## config.mk

```make
export PLATFORM = sky130hd
export DESIGN_NAME = spi_regbus_slave
export DESIGN_NICKNAME = d
export VERILOG_FILES = /design/src/rtl/spi_rb_pkg.sv /design/src/rtl/spi_rb_sync.sv /design/src/rtl/spi_rb_frame.sv /design/src/rtl/spi_rb_tx.sv /design/src/rtl/spi_regbus_slave.sv
export SDC_FILE = /design/constraint.sdc
export NUM_CORES = 1
export LEC_CHECK = 0
export BUFFER_PORTS_ARGS = -buffer_cell sky130_fd_sc_hd__buf_2
export CAP_MARGIN = 20
export CELL_PAD_IN_SITES_DETAIL_PLACEMENT = 1
export CELL_PAD_IN_SITES_GLOBAL_PLACEMENT = 2
export CORE_MARGIN = 4
export CORE_UTILIZATION = 35
export CTS_BUF_LIST = sky130_fd_sc_hd__clkbuf_16
export DETAILED_ROUTE_END_ITERATION = 10
export PLACE_DENSITY_LB_ADDON = 0.1
export SYNTH_ARGS = -nofsm -noshare
export SYNTH_HDL_FRONTEND = slang
export SYNTH_HIERARCHICAL = 1
export SYNTH_SLANG_ARGS = --single-unit
export TNS_END_PERCENT = 1
```

## constraint.sdc

```tcl
create_clock -name clk -period 2.7 [get_ports clk]
set_clock_uncertainty 0.15 [all_clocks]
set_input_delay 0.405 -clock clk [delete_from_list [all_inputs] [get_ports clk]]
set_output_delay 0.405 -clock clk [all_outputs]
set_load 0.05 [all_outputs]
```

## src/rtl/spi_rb_pkg.sv

```systemverilog
package spi_rb_pkg;

    localparam int RB_ADDR_W = 15;
    localparam int RB_DATA_W = 8;

    typedef enum logic {
        PH_INSTR = 1'b0,
        PH_DATA  = 1'b1
    } phase_e;

    typedef struct packed {
        logic csn;
        logic sck;
        logic mosi;
    } pin_t;

    localparam pin_t PIN_IDLE = '{csn: 1'b1, sck: 1'b0, mosi: 1'b0};

endpackage

```

## src/rtl/spi_rb_sync.sv

```systemverilog
module spi_rb_sync
    import spi_rb_pkg::*;
#(
    parameter int STAGES = 2
) (
    input  logic clk,
    input  logic rst,
    input  pin_t raw,
    output pin_t synced,
    output logic sck_rise,
    output logic sck_fall
);

    pin_t stage_q [STAGES];
    logic sck_prev;

    for (genvar g = 0; g < STAGES; g++) begin : g_stage
        if (g == 0) begin : g_first
            always_ff @(posedge clk) begin
                if (rst) stage_q[g] <= PIN_IDLE;
                else     stage_q[g] <= raw;
            end
        end else begin : g_next
            always_ff @(posedge clk) begin
                if (rst) stage_q[g] <= PIN_IDLE;
                else     stage_q[g] <= stage_q[g-1];
            end
        end
    end

    assign synced = stage_q[STAGES-1];

    always_ff @(posedge clk) begin
        if (rst) sck_prev <= 1'b0;
        else     sck_prev <= synced.sck;
    end

    assign sck_rise = synced.sck & ~sck_prev;
    assign sck_fall = ~synced.sck & sck_prev;

endmodule

```

## src/rtl/spi_rb_frame.sv

```systemverilog
module spi_rb_frame
    import spi_rb_pkg::*;
#(
    parameter int ADDR_W = RB_ADDR_W,
    parameter int DATA_W = RB_DATA_W
) (
    input  logic              clk,
    input  logic              rst,
    input  logic              csn,
    input  logic              mosi,
    input  logic              sck_rise,
    output logic [ADDR_W-1:0] bus_addr,
    output logic [DATA_W-1:0] bus_wdata,
    output logic              bus_wr,
    output logic              bus_rd,
    output logic              rd_active
);

    localparam int INSTR_W = ADDR_W + 1;
    localparam int CNT_W   = $clog2(INSTR_W);
    localparam logic [CNT_W-1:0] INSTR_LAST = CNT_W'(INSTR_W - 1);
    localparam logic [CNT_W-1:0] BYTE_LAST  = CNT_W'(DATA_W - 1);

    phase_e              phase;
    logic [CNT_W-1:0]    bit_cnt;
    logic [INSTR_W-1:0]  shreg;
    logic                is_read;
    logic [ADDR_W-1:0]   cur_addr;

    logic [ADDR_W-1:0]   instr_addr;
    logic [DATA_W-1:0]   rx_byte;
    logic [ADDR_W-1:0]   dec_addr;

    // values as they stand once the current bit is shifted in
    assign instr_addr = {shreg[ADDR_W-2:0], mosi};
    assign rx_byte    = {shreg[DATA_W-2:0], mosi};
    assign dec_addr   = cur_addr - ADDR_W'(1);
    assign rd_active  = (phase == PH_DATA) && is_read;

    always_ff @(posedge clk) begin
        if (rst) begin
            phase     <= PH_INSTR;
            bit_cnt   <= '0;
            shreg     <= '0;
            is_read   <= 1'b0;
            cur_addr  <= '0;
            bus_addr  <= '0;
            bus_wdata <= '0;
            bus_wr    <= 1'b0;
            bus_rd    <= 1'b0;
        end else begin
            bus_wr <= 1'b0;
            bus_rd <= 1'b0;
            if (csn) begin
                // deselect wins over any bit arriving in the same cycle
                phase   <= PH_INSTR;
                bit_cnt <= '0;
                is_read <= 1'b0;
            end else if (sck_rise) begin
                shreg <= {shreg[INSTR_W-2:0], mosi};
                if (phase == PH_INSTR) begin
                    if (bit_cnt == INSTR_LAST) begin
                        phase    <= PH_DATA;
                        bit_cnt  <= '0;
                        is_read  <= shreg[INSTR_W-2];
                        cur_addr <= instr_addr;
                        if (shreg[INSTR_W-2]) begin
                            bus_rd   <= 1'b1;
                            bus_addr <= instr_addr;
                        end
                    end else begin
                        bit_cnt <= bit_cnt + CNT_W'(1);
                    end
                end else begin
                    if (bit_cnt == BYTE_LAST) begin
                        bit_cnt  <= '0;
                        cur_addr <= dec_addr;
                        if (is_read) begin
                            bus_rd   <= 1'b1;
                            bus_addr <= dec_addr;
                        end else begin
                            bus_wr    <= 1'b1;
                            bus_addr  <= cur_addr;
                            bus_wdata <= rx_byte;
                        end
                    end else begin
                        bit_cnt <= bit_cnt + CNT_W'(1);
                    end
                end
            end
        end
    end

endmodule

```

## src/rtl/spi_rb_tx.sv

```systemverilog
module spi_rb_tx #(
    parameter int DATA_W = 8
) (
    input  logic              clk,
    input  logic              rst,
    input  logic              csn,
    input  logic              sck_fall,
    input  logic              active,
    input  logic              load,
    input  logic [DATA_W-1:0] load_data,
    output logic              miso
);

    logic [DATA_W-1:0] tx_sh;

    always_ff @(posedge clk) begin
        if (rst || csn) begin
            tx_sh <= '0;
            miso  <= 1'b0;
        end else if (load) begin
            tx_sh <= load_data;
        end else if (sck_fall) begin
            if (active) begin
                miso  <= tx_sh[DATA_W-1];
                tx_sh <= {tx_sh[DATA_W-2:0], 1'b0};
            end else begin
                miso  <= 1'b0;
            end
        end
    end

endmodule

```

## src/rtl/spi_regbus_slave.sv

```systemverilog
module spi_regbus_slave
    import spi_rb_pkg::*;
#(
    parameter int ADDR_W      = RB_ADDR_W,
    parameter int DATA_W      = RB_DATA_W,
    parameter int SYNC_STAGES = 2
) (
    input  logic              clk,
    input  logic              rst,
    input  logic              spi_csn,
    input  logic              spi_sck,
    input  logic              spi_mosi,
    output logic              spi_miso,
    output logic [ADDR_W-1:0] bus_addr,
    output logic [DATA_W-1:0] bus_wdata,
    output logic              bus_wr,
    output logic              bus_rd,
    input  logic [DATA_W-1:0] bus_rdata
);

    pin_t raw_pins;
    pin_t s_pins;
    logic sck_rise;
    logic sck_fall;
    logic rd_active;
    logic csn_s;

    assign raw_pins = '{csn: spi_csn, sck: spi_sck, mosi: spi_mosi};
    assign csn_s    = s_pins.csn;

    spi_rb_sync #(.STAGES(SYNC_STAGES)) u_sync (
        .clk      (clk),
        .rst      (rst),
        .raw      (raw_pins),
        .synced   (s_pins),
        .sck_rise (sck_rise),
        .sck_fall (sck_fall)
    );

    spi_rb_frame #(.ADDR_W(ADDR_W), .DATA_W(DATA_W)) u_frame (
        .clk       (clk),
        .rst       (rst),
        .csn       (csn_s),
        .mosi      (s_pins.mosi),
        .sck_rise  (sck_rise),
        .bus_addr  (bus_addr),
        .bus_wdata (bus_wdata),
        .bus_wr    (bus_wr),
        .bus_rd    (bus_rd),
        .rd_active (rd_active)
    );

    spi_rb_tx #(.DATA_W(DATA_W)) u_tx (
        .clk       (clk),
        .rst       (rst),
        .csn       (csn_s),
        .sck_fall  (sck_fall),
        .active    (rd_active),
        .load      (bus_rd),
        .load_data (bus_rdata),
        .miso      (spi_miso)
    );

endmodule

```

==> qor.yml <==
global_routing:
  grt_max_degree: 34
  grt-ovfl-total: 0
  grt_usage: 0.1878
  antenna_found_initial: 0
  grt_pass1_vias: 3532
  grt_pass1_wl_mm: 19.05
floorplanning:
  die_h_um: 113.3
  start_util: 0.3579
  die_w_um: 113.3
  core-area_um2: 10840
  fp.dieArea_um2: 12830
  rows: 38
  io_pins: 39
logic_synthesis:
  synth_sequential_area_ratio: 0.3973
  syn_inst: 469
  syn-cell-area_um2: 3880
  synthTopCellsByArea: "dfxtp_1, a21oi_1, nand2_1, nor2_1, mux2i_1"
  synth_enable_flop_cells: 0
  async_flop_share: 0
  synthFlopType: "dfxtp_1"
  syn-num-nets: 484
  synth-seq-cells: 77
  yosysTopAreaCell: "dfxtp_1"
  yosysTopAreaCellShare: 0.3973
  ys_warn_count: 6
  synth.distinct_cells: 67
  avgSynthCellArea_um2: 8.273
clocking:
  clk_latency_ps: 340
  cts_tree: "yes"
  clk_pin_slew_ps: 60
  cts-root-buf: "clkbuf_16"
  clkSinkCount: 77
  cts.path.max_buffers: 2
  cts_hold_buffers: 0
  cts_setup_buffers: 0
  cts_max_level: 3
  cts_buffers: 9
  ctsResizeCount: 0
drt:
  via_per_inst: 5.487
  drt_pre_antenna_iters: 4
  drt_iter0_drc: 169
  vias: 3506
  drt-total-wl_mm: 11.55
  postRouteAntennaNets: 0
  wl_per_cell_um: 18.07
  drc_errors: 0
critical_path:
  arrival_ps: 2320
  cp-start-kind: "register"
  cp-end-kind: "register"
  critPathRequiredTime_ps: 2800
  crit_type: "reg -> reg"
  cp_max_fo: 8
status:
  status: "finished clean"
timing:
  tns_ps: 0
  setup_ws_ps: 484.4
  drv_slew: 0
  post-route-period-util: 0.8206
  hold_violations: 0
  layout_min_cycle_time_ps: 2216
  max_slew.worst_pin.slew_ps: 594.4
  slew_headroom: 0.6001
  grt_setup_unrepaired: "false"
  max_freq_mhz: 451.3
  setup-violations-final: 0
place:
  place_ws_ps: 487.2
  gp_congestion: 0.8014
  place_hpwl_mm: 8.074
  portBuffers: 38
cells_and_area:
  layout.nets: 510
  drive_gt1_frac: 0.1804
  n_fill_cell: 1312
  num_antenna_cells: 0
  syn_to_final_growth_pct: 15.58
min_path:
  hp-class: "in -> reg"
job:
  maxCapViolations: 0
power:
  leakage_nw: 1.720
  vdd_drop_max_mv: 0.2725
  power_density_nw_per_um2: 547.0
## worst paths after layout
check | start | end | slack (ps) | cells past startpoint
worst max-delay path | u_frame/cur_addr[0] | u_frame/bus_addr[12] | 480 | 5
worst min-delay path | spi_csn | u_sync/stage_q[0][2] | 90 | 2
worst max register to register | u_frame/cur_addr[0] | u_frame/bus_addr[12] | 480 | 5
worst min register to register | u_sync/stage_q[0][2] | u_sync/stage_q[1][2] | 260 | 1
## flip-flops by register name (all words and copies together), names as in the netlist
| signal | count |
|---|---|
| u_tx/miso | 1 |
| u_frame/bus_addr | 15 |
| u_frame/is_read | 1 |
| u_frame/shreg | 15 |
| u_frame/cur_addr | 15 |
| u_frame/bus_rd | 1 |
| u_frame/phase | 1 |
| u_frame/bus_wdata | 8 |
| u_tx/tx_sh | 8 |
| u_sync/sck_prev | 1 |
| u_frame/bit_cnt | 4 |
| u_sync/stage_q | 6 |
| u_frame/bus_wr | 1 |
## critical path, cell delays in order, from the launching register on
cell and delay (ps):
dfxtp_1 390, inv_1 100, ha_1 230, or3b_1 490
or4_1 500, a311oi_1 260
## metal layers
layer,wire [um],share of wire,track usage
met1,5754,0.50,0.2699
met5,0,0,0
met3,627,0.054,0.02941
met4,193,0.017,0.07372
met2,4971,0.43,0.2812
## layout by cell type, fill, tap and decap left out, drive strengths merged, types with 6 or more instances in the layout
cell / netlist / routed
mux2i: 13 / 13
a21oi: 45 / 45
buf: 15 / 55
nand3: 12 / 12
a211oi: 10 / 10
a311oi: 9 / 9
nand2b: 6 / 6
o21ai: 13 / 13
and3: 14 / 14
a31oi: 7 / 7
nor3: 11 / 11
nor2: 38 / 38
nor4: 13 / 13
clkbuf: 25 / 9
dfxtp: 77 / 77
nand2: 53 / 53
inv: 14 / 15
nor2b: 17 / 17
## stage by stage
step	area (um^2)	hold WS, ps	util	cells	power [W]
floorplan	3880	233.2	-	469	0.001191
global placement	4179	237.8	0.3855	624	0.001214
detailed placement	4179	246.8	0.3855	624	0.001215
CTS	4484	78.53	0.4137	639	0.002490
global route	4484	91.72	0.4137	639	0.002551
finish	4484	89.08	0.4137	639	0.002453
## synth_stat cells, drive strengths merged, types with 2 or more instances
master / n
o21ai: 13
mux2i: 13
o31a: 4
a41oi: 2
a211oi: 10
dfxtp: 77
a311oi: 9
a21oi: 45
or2: 5
inv: 14
nand2: 53
o211ai: 4
or4: 5
ha: 2
xnor2: 5
o221a: 3
nor3: 11
or3: 2
nand3: 12
nand4: 5
xor2: 3
a31oi: 7
o41ai: 2
nor2b: 17
and3: 14
a22oi: 3
nand2b: 6
a21o: 2
a211o: 4
nor2: 38
nor4: 13
nor3b: 3
nand4b: 2
buf: 15
clkbuf: 25
o22ai: 5
o31ai: 2
## layout make-up
cell class                      count  area, um^2  area share
Clock buffer                        9       225.2     0.05022
Clock inverter                      6       80.08     0.01786
Inverter                           15       56.30     0.01256
Multi-Input combinational cell    337        2088      0.4657
Sequential cell                    77        1541      0.3438
Tap cell                          140       175.2     0.03906
Timing Repair Buffer               55       317.8     0.07087
## power breakdown
part | leakage [nW] | internal (W) | switching [W] | total [W]
clock network | 0.150 | 0.000795 | 0.000468 | 0.00126
logic | 0.949 | 0.0000168 | 0.0000292 | 0.0000459
registers | 0.621 | 0.00114 | 0.00000268 | 0.00114
## cells by family after synthesis
| family | synth area share |
|---|---|
| buffers and inverters | 0.06449 |
| AOI/OAI and AO/OA | 0.2103 |
| xor gates and xnor gates | 0.01806 |
| DFF | 0.3973 |
| adders and majority gates | 0.006449 |
| muxes | 0.03644 |
| and+or+nand+nor | 0.2670 |
(Power assumes the default switching activity.)
